[src/rtl/baud_pkg.sv]
package baud_pkg;
  typedef enum logic {
    DIV_FAST = 1'b0,
    DIV_SLOW = 1'b1
  } div_mode_e;

  localparam int CTL_W       = 2;
  localparam int CTL_EN_BIT  = 0;
  localparam int CTL_MODE_BIT = 1;
endpackage

[src/rtl/baud_cfg_regs.sv]
module baud_cfg_regs
  import baud_pkg::*;
#(
  parameter int TC_W = 8
) (
  input  logic            clk,
  input  logic            rst_n,
  input  logic            tc_we,
  input  logic [TC_W-1:0] tc_wdata,
  input  logic            ctl_we,
  input  logic [CTL_W-1:0] ctl_wdata,
  output logic [TC_W-1:0] tc_q,
  output logic            en_q,
  output div_mode_e       mode_q
);
  logic [TC_W-1:0] tc_d;
  logic            en_d;
  div_mode_e       mode_d;

  always_comb begin
    tc_d   = tc_q;
    en_d   = en_q;
    mode_d = mode_q;
    if (tc_we) begin
      tc_d = tc_wdata;
    end
    if (ctl_we) begin
      en_d   = ctl_wdata[CTL_EN_BIT];
      mode_d = div_mode_e'(ctl_wdata[CTL_MODE_BIT]);
    end
  end

  always_ff @(posedge clk or negedge rst_n) begin
    if (!rst_n) begin
      tc_q   <= '0;
      en_q   <= 1'b0;
      mode_q <= DIV_FAST;
    end else begin
      tc_q   <= tc_d;
      en_q   <= en_d;
      mode_q <= mode_d;
    end
  end
endmodule

[src/rtl/baud_prescale.sv]
module baud_prescale
  import baud_pkg::*;
#(
  parameter int PRE_FAST = 2,
  parameter int PRE_SLOW = 32
) (
  input  logic      clk,
  input  logic      rst_n,
  input  logic      run,
  input  logic      clk_en,
  input  div_mode_e mode,
  output logic      step
);
  localparam int PW = (PRE_SLOW > 2) ? $clog2(PRE_SLOW) : 1;
  localparam logic [PW-1:0] FAST_LAST = PW'(PRE_FAST - 1);
  localparam logic [PW-1:0] SLOW_LAST = PW'(PRE_SLOW - 1);

  logic [PW-1:0] pre_q, pre_d;
  logic [PW-1:0] last;
  logic          at_last;

  generate
    if (PRE_FAST == PRE_SLOW) begin : g_single
      assign last = FAST_LAST;
    end else begin : g_dual
      assign last = (mode == DIV_SLOW) ? SLOW_LAST : FAST_LAST;
    end
  endgenerate

  assign at_last = (pre_q >= last);
  assign step    = run && clk_en && at_last;

  always_comb begin
    pre_d = pre_q;
    if (!run) begin
      pre_d = '0;
    end else if (clk_en) begin
      if (at_last) begin
        pre_d = '0;
      end else begin
        pre_d = pre_q + 1'b1;
      end
    end
  end

  always_ff @(posedge clk or negedge rst_n) begin
    if (!rst_n) begin
      pre_q <= '0;
    end else begin
      pre_q <= pre_d;
    end
  end
endmodule

[src/rtl/baud_countdown.sv]
module baud_countdown #(
  parameter int TC_W = 8
) (
  input  logic            clk,
  input  logic            rst_n,
  input  logic            run,
  input  logic            step,
  input  logic [TC_W-1:0] tc,
  output logic            term
);
  localparam logic [TC_W-1:0] ONE = TC_W'(1);

  logic [TC_W-1:0] cnt_q, cnt_d;

  assign term = run && step && (cnt_q == ONE);

  always_comb begin
    cnt_d = cnt_q;
    if (!run) begin
      cnt_d = tc;
    end else if (step) begin
      if (cnt_q == ONE) begin
        cnt_d = tc;
      end else begin
        cnt_d = cnt_q - ONE;
      end
    end
  end

  always_ff @(posedge clk or negedge rst_n) begin
    if (!rst_n) begin
      cnt_q <= '0;
    end else begin
      cnt_q <= cnt_d;
    end
  end
endmodule

[src/rtl/baud_toggle.sv]
module baud_toggle (
  input  logic clk,
  input  logic rst_n,
  input  logic run,
  input  logic term,
  output logic out_q,
  output logic tick_q
);
  logic out_d, tick_d;

  always_comb begin
    out_d  = out_q;
    tick_d = 1'b0;
    if (!run) begin
      out_d = 1'b0;
    end else if (term) begin
      out_d  = ~out_q;
      tick_d = 1'b1;
    end
  end

  always_ff @(posedge clk or negedge rst_n) begin
    if (!rst_n) begin
      out_q  <= 1'b0;
      tick_q <= 1'b0;
    end else begin
      out_q  <= out_d;
      tick_q <= tick_d;
    end
  end
endmodule

[src/rtl/baud_rate_gen.sv]
module baud_rate_gen
  import baud_pkg::*;
#(
  parameter int TC_W     = 8,
  parameter int PRE_FAST = 2,
  parameter int PRE_SLOW = 32,
  parameter int SYNC_LEN = 2
) (
  input  logic             clk,
  input  logic             rst_n,
  input  logic             clk_en,
  input  logic             tc_we,
  input  logic [TC_W-1:0]  tc_wdata,
  input  logic             ctl_we,
  input  logic [CTL_W-1:0] ctl_wdata,
  output logic             baud_out,
  output logic             baud_tick
);
  logic [SYNC_LEN-1:0] rst_pipe_q;
  logic                rst_sync_n;
  logic [TC_W-1:0]     tc_q;
  logic                en_q;
  div_mode_e           mode_q;
  logic                step;
  logic                term;

  always_ff @(posedge clk or negedge rst_n) begin
    if (!rst_n) begin
      rst_pipe_q <= '0;
    end else begin
      rst_pipe_q <= {rst_pipe_q[SYNC_LEN-2:0], 1'b1};
    end
  end
  assign rst_sync_n = rst_pipe_q[SYNC_LEN-1];

  baud_cfg_regs #(.TC_W(TC_W)) u_cfg (
    .clk      (clk),
    .rst_n    (rst_sync_n),
    .tc_we    (tc_we),
    .tc_wdata (tc_wdata),
    .ctl_we   (ctl_we),
    .ctl_wdata(ctl_wdata),
    .tc_q     (tc_q),
    .en_q     (en_q),
    .mode_q   (mode_q)
  );

  baud_prescale #(.PRE_FAST(PRE_FAST), .PRE_SLOW(PRE_SLOW)) u_pre (
    .clk   (clk),
    .rst_n (rst_sync_n),
    .run   (en_q),
    .clk_en(clk_en),
    .mode  (mode_q),
    .step  (step)
  );

  baud_countdown #(.TC_W(TC_W)) u_cnt (
    .clk  (clk),
    .rst_n(rst_sync_n),
    .run  (en_q),
    .step (step),
    .tc   (tc_q),
    .term (term)
  );

  baud_toggle u_tog (
    .clk   (clk),
    .rst_n (rst_sync_n),
    .run   (en_q),
    .term  (term),
    .out_q (baud_out),
    .tick_q(baud_tick)
  );
endmodule

[config.mk]
export PLATFORM = sky130hd
export DESIGN_NAME = baud_rate_gen
export DESIGN_NICKNAME = d
export VERILOG_FILES = /design/src/rtl/baud_pkg.sv /design/src/rtl/baud_cfg_regs.sv /design/src/rtl/baud_prescale.sv /design/src/rtl/baud_countdown.sv /design/src/rtl/baud_toggle.sv /design/src/rtl/baud_rate_gen.sv
export SDC_FILE = /design/constraint.sdc
export NUM_CORES = 1
export LEC_CHECK = 0
export BUFFER_PORTS_ARGS = -buffer_cell sky130_fd_sc_hd__buf_2
export CAP_MARGIN = 5
export CORE_MARGIN = 1
export CORE_UTILIZATION = 59
export DETAILED_ROUTE_END_ITERATION = 6
export PLACE_DENSITY = 0.81
export SLEW_MARGIN = 20
export SYNTH_ARGS = -nofsm -noshare
export SYNTH_HDL_FRONTEND = slang
export SYNTH_SLANG_ARGS = --single-unit
[constraint.sdc]
create_clock -name clk -period 1.21 [get_ports clk]
set_input_delay 0.242 -clock clk [delete_from_list [all_inputs] [get_ports clk]]
set_output_delay 0.242 -clock clk [all_outputs]
set_load 0.02 [all_outputs]
# Word level (Yosys, flattened, before mapping)
# Index checks and enable logic that the tools add are counted.
dict set report op_classes {
  order_cmp 1
  n_shift 0
  reduce_logical 4
  n_mux 11
  n_eq_ne 4
  div 0
  n_mul 0
  bitwise 1
  addsub 2
}
# cell n
set ops {}
lappend ops {{$mux W8} 3}
lappend ops {{$mux W5} 4}
lappend ops {{$eq A8 B1 Y1 const B} 1}
lappend ops {{$sub A8 B1 Y8 const B} 1}
lappend ops {{$add A5 B1 Y5 const B} 1}
lappend ops {{$ge A5 B5 Y1} 1}
lappend ops {{$logic_and A1 B1 Y1} 4}
lappend ops {{$mux W1} 4}
lappend ops {{$ne A2 B2 Y1 const B} 2}
lappend ops {{$ne A2 B1 Y1 const B} 1}
lappend ops {{$not A1 Y1} 1}
dict set report totals {
  wordCells 31
  input_bits 15
  ramBits 0
  out_inout_bits 2
  n_memories 0
  latchBits 0
  register_bits 27
  romBits 0
}

# Logic depth before layout (Yosys ltp)
dict set report depth {
  ltp_word 7
  ltp_mapped 7
}

# Modules after synthesis
# Synthesis repeated with hierarchy kept, for this count alone.
dict set report hier_totals {
  hier_cells 134
  hier_area_um2 1485.2
}
# module cells_per_inst n_inst seq_area_each_um2 area_each_um2
set modules_own_cells {}
lappend modules_own_cells {baud_countdown 69 1 200.2 598.1}
lappend modules_own_cells {baud_cfg_regs 21 1 250.2 404.1}
lappend modules_own_cells {baud_prescale 36 1 125.1 356.6}
lappend modules_own_cells {baud_toggle 5 1 50.0 72.6}
lappend modules_own_cells {baud_rate_gen 3 1 50.0 53.8}

# Worst setup path after synthesis
# Ideal clock, no wire load.
dict set report synth_timing {
  path_type {register to register}
  start {reg u_cfg.mode_q}
  end {reg u_cnt.cnt_q[1]}
  t_required_ps 1131
  n_path_buf 1
  arrival_time_ps 1689
  stages_incl_launch_ff 8
  setup_slack_ps -558
  cell_sequence {dfrtp_1 -> inv_1 -> ha_1 -> a211oi_1 -> o211ai_1 -> buf_2 -> nand2_1 -> mux2i_1}
}
dict set report synth_via {
  elab_chain_len 4
}
# item line_no
set synth_lines {}
lappend synth_lines {{start, declared} baud_cfg_regs.sv:14} ;# output div_mode_e mode_q
lappend synth_lines {{start signal, assigned} baud_cfg_regs.sv:41} ;# mode_q <= mode_d;
lappend synth_lines {{$mux W5} baud_prescale.sv:26} ;# assign last = (mode == DIV_SLOW) ? SLOW_LAST : FAST_LAST;
lappend synth_lines {{$ge A5 B5 Y1} baud_prescale.sv:30} ;# assign at_last = (pre_q >= last);
lappend synth_lines {{$logic_and A1 B1 Y1} baud_prescale.sv:31} ;# assign step = run && clk_en && at_last;
lappend synth_lines {{$ne A2 B1 Y1 (no line)} n/a}
lappend synth_lines {{end signal, assigned} baud_countdown.sv:34} ;# cnt_q <= cnt_d;
lappend synth_lines {{end, declared} baud_countdown.sv:13} ;# logic [TC_W-1:0] cnt_q, cnt_d;
# No other way between the ends.
# A chain may end at the register's enable or synchronous reset.

# Worst setup path in the final report
dict set report layout_timing {
  start {reg u_cnt.cnt_q[2]}
  end {reg u_cnt.cnt_q[7]}
}
dict set report layout_via {
  elab_chain_len 4
}
# item line_no
set layout_lines {}
lappend layout_lines {{$sub A8 B1 Y8 or $eq A8 B1 Y1 (tied branches)} {baud_countdown.sv:25, baud_countdown.sv:22}}
lappend layout_lines {{$mux W8 (*)} baud_countdown.sv:22} ;# if (cnt_q == ONE) begin
lappend layout_lines {{$mux W8 (*)} baud_countdown.sv:21} ;# end else if (step) begin
lappend layout_lines {{$mux W8 (*)} baud_countdown.sv:19} ;# if (!run) begin
# Mark *: on every way between the ends. The rest lies on a longest branch, timed or not. The select of a mux whose other input is x is not followed.

==> reports/qor.tcl <==
set qor(run_status) {complete, but fails checks}
set qor(violations) {negative setup slack}
set qor(final-setup-viol-count) 15
set qor(achievable-frequency_mhz) 529
set qor(final_skew_ps) 4.69
set qor(async_reset_ff_share_pct) 100
set qor(coreArea_um2) 2250
set qor(cts_tree) {built}
set qor(hold_path_startpoint) {tc_wdata[3]}
set qor(fin_nets) 216
set qor(seqPwrFrac_pct) 39.9
set qor(postSynthAreaPerCell_um2) 10.6
set qor(whs_endpoint) {u_cfg.tc_q[3]}
set qor(grt_max_degree) 26
set qor(area_delta_synth_final_pct) 41.5
set qor(hold_viol) 0
set qor(clockPowerShare_pct) 13.2
set qor(cts_sinks) 27
set qor(timing.critical_path.from) {u_cnt.cnt_q[2]}
set qor(crit_type) {reg2reg}
set qor(regToRegStartpoint) {u_cnt.cnt_q[2]}
set qor(grt_first_pass_wirelength_mm) 6.91
set qor(slew_headroom_pct) 65.1
set qor(vias) 1472
set qor(switching_power_mw) 1.12
set qor(layout.cells.most_common) {sky130_fd_sc_hd__buf_4}
set qor(grt_use_total_pct) 36.7
set qor(antenna_violations_before_repair) 0
set qor(cp_data_required_time_ps) 1430
set qor(grt_remaining_overflow) 0
set qor(worst-r2r-setup-slack_ps) -680
set qor(cellLeakagePower_nw) 0.932
set qor(critPathCaptureType) {flop}
set qor(power_density_nw_per_um2) 1460
set qor(number_of_synthesized_flops_with_an_enable_pin) 0
set qor(power_report.internal_total_mw) 1.87
set qor(floorplan.io_pins) 17
set qor(cts.reportedPaths.clkPinSlew_ps) 140
set qor(postSynthCellCount) 136
set qor(grt_pass1_vias) 1461
set qor(route.detailed.wl_per_inst_um) 22.0
set qor(layout_common_cells) {sky130_fd_sc_hd__buf_4, sky130_fd_sc_hd__dfrtp_1, sky130_fd_sc_hd__buf_2, sky130_fd_sc_hd__o211ai_1}
set qor(post_route_cells_drive_above_1_share_pct) 49.2
set qor(synth_seq_area_share_pct) 46.8
set qor(synth_cell_types) 38
set qor(sw_frac_of_total_pct) 37.5
set qor(worstPathCellList) {or4_1 > o21ai_1 > o311a_2 > o2bb2ai_1}
set qor(hold_depth) 3
set qor(synth-main-ff-cell) {sky130_fd_sc_hd__dfrtp_1}
set qor(htree_num_levels) 1
set qor(netlist_area_um2) 1450
set qor(final.fill_count) 92
set qor(dr.pass1.iters) 4
set qor(tns_ps) -8130
set qor(finalCoreUtilization_pct) 90.7
set qor(fp.dieArea_um2) 2650
set qor(startpoint_type) {flop}
set qor(ant_nets) 0
set qor(cts-root-buf) {sky130_fd_sc_hd__clkbuf_4}
set qor(initial_utilization_pct) 64.1
set qor(finalMaxSlewViolations) 0
set qor(finish.instance_area_um2) 2040
set qor(drt-total-wl_mm) 4.87
set qor(numCtsBuffers) 3
set qor(detail_route.iter0.violations) 67
set qor(min_period_ps) 1890
set qor(die_w_um) 51.5
set qor(worstMarginPinSlew_ps) 519
set qor(vdd.ir_drop.worst_mv) 1.20
set qor(placement_rows) 17
set qor(die_height_um) 51.5
set qor(worst-path-max-fanout) 7
set qor(rr_endpoint) {u_cnt.cnt_q[7]}
set qor(hp-class) {in2reg}
set qor(critPathArrivalTime_ps) 2110
set qor(cts_max_path_buffers) 2
set qor(yosys_warnings) 0
set qor(route.detailed.vias_per_inst) 6.66
set qor(syn-num-nets) 158
set qor(dp.final_hpwl_mm) 2.61
set qor(place_area_um2) 1820
set qor(final.period_utilization_pct) 156
set qor(power.share.combinational_pct) 46.9
set qor(timing.critical_path.slowest_stage_cell) {sky130_fd_sc_hd__or4_1}
set qor(cpPeakStageDelay_ps) 630
set qor(ys_seq_elements) 27
set qor(reg2regPathDepth) 4
set qor(gpl.final_weighted_congestion) 0.966
set qor(grt_setup_unrepaired) {true}
set qor(maxCapViolCount) 0
set qor(detail_route.drc_violations) 0
set qor(worst_hold_slack_ps) 116
set qor(buffer_ports.inserted) 16
set qor(clock_latency_ps) 330
set qor(diodes) 0
set qor(final_worst_path_setup_slack_ps) -679
[layout make-up]
| cell class | count | area, um^2 | area share, % |
|---|---|---|---|
| multi-input cells | 95 | 856 | 41.9 |
| well taps | 28 | 35.0 | 1.71 |
| repair buffers | 58 | 414 | 20.3 |
| inverters | 9 | 36.3 | 1.77 |
| clock buffers | 4 | 26.3 | 1.29 |
| flip-flops and latches | 27 | 677 | 33.1 |
[repair_timing]
item	CTS	global route
hold buffers	1	0
pin swaps	4	9
endpoints found under the setup margin	15	15
cloned	0	1
hold endpoints to repair	2	0
setup buffers	2	3
gates resized for setup	26	8
[how the worst max path moves through the flow]
stage                endpoint  cells after the start  slack [ps]
2_1_floorplan  u_cnt.cnt_q[3]                      6        -390
4_1_cts        u_cnt.cnt_q[0]                      7        -540
6_report       u_cnt.cnt_q[7]                      4        -680
3_3_place_gp   u_pre.pre_q[2]                      7        -500
3_5_place_dp   u_pre.pre_q[2]                      7        -560
5_1_grt        u_cnt.cnt_q[1]                      7        -670
[cells in the mapped netlist (3+ instances only)]
cell                         n  area share (%)
sky130_fd_sc_hd__mux2i_1     6             4.2
sky130_fd_sc_hd__ha_1        7             6.1
sky130_fd_sc_hd__inv_1       9             2.3
sky130_fd_sc_hd__nand2_1     8             2.1
sky130_fd_sc_hd__nand3_1     5             1.7
sky130_fd_sc_hd__buf_2       3             1.0
sky130_fd_sc_hd__nor3_1      6             2.1
sky130_fd_sc_hd__o211ai_1    8             4.2
sky130_fd_sc_hd__dfrtp_1    27              47
sky130_fd_sc_hd__o21ai_0    12             4.2
sky130_fd_sc_hd__a21oi_1     3             1.0
sky130_fd_sc_hd__mux2_2      6             4.7
sky130_fd_sc_hd__nor2_1      5             1.3
sky130_fd_sc_hd__o2bb2ai_1   4             2.4
[power groups by stage]
stage               clock (mW)  combinational [mW]  sequential [mW]
floorplan                    0               0.563             1.18
global placement             0                1.05             1.17
detailed placement           0                1.10             1.18
CTS                      0.396                1.24             1.18
global route             0.422                1.46             1.20
finish                   0.395                1.40             1.19
[critical path: cells and delay by family, from the launching register on]
family | cells | cell delay [ps]
and+or+nand+nor | 1 | 630
AOI/OAI and AO/OA | 3 | 670
DFF | 1 | 490
[flip-flops by register name, indices dropped and copies added (netlist names)]
| signal | flops |
|---|---|
| rst_pipe_q | 2 |
| u_tog.out_q | 1 |
| u_cfg.en_q | 1 |
| u_pre.pre_q | 5 |
| u_cfg.mode_q | 1 |
| u_cfg.tc_q | 8 |
| u_tog.tick_q | 1 |
| u_cnt.cnt_q | 8 |
[logic make-up after synthesis]
logic type      after synthesis  share of synthesized area, %
compound gates               40                          20.9
simple gates                 33                          11.6
flops                        27                          46.8
buf+inv                      14                          4.41
mux                          12                          8.83
fa+ha+maj                     7                          6.06
xor+xnor                      2                          1.21
other cells                   1                         0.259
[through the flow]
stage | setup slack (ps) | cells | power, mW
after floorplan | -393 | 136 | 1.74
after global placement | -503 | 210 | 2.21
after detailed placement | -562 | 210 | 2.28
after CTS | -542 | 217 | 2.81
after global routing | -667 | 221 | 3.08
final | -679 | 221 | 2.99
[per-layer routing]
metal,global-route usage (%),part of all wire (%)
met2,61.3,46
met3,6.73,7.3
met5,0,0
met1,42.2,39
met4,25.7,7.0
No activity file was read; power rests on OpenSTA's default activity.
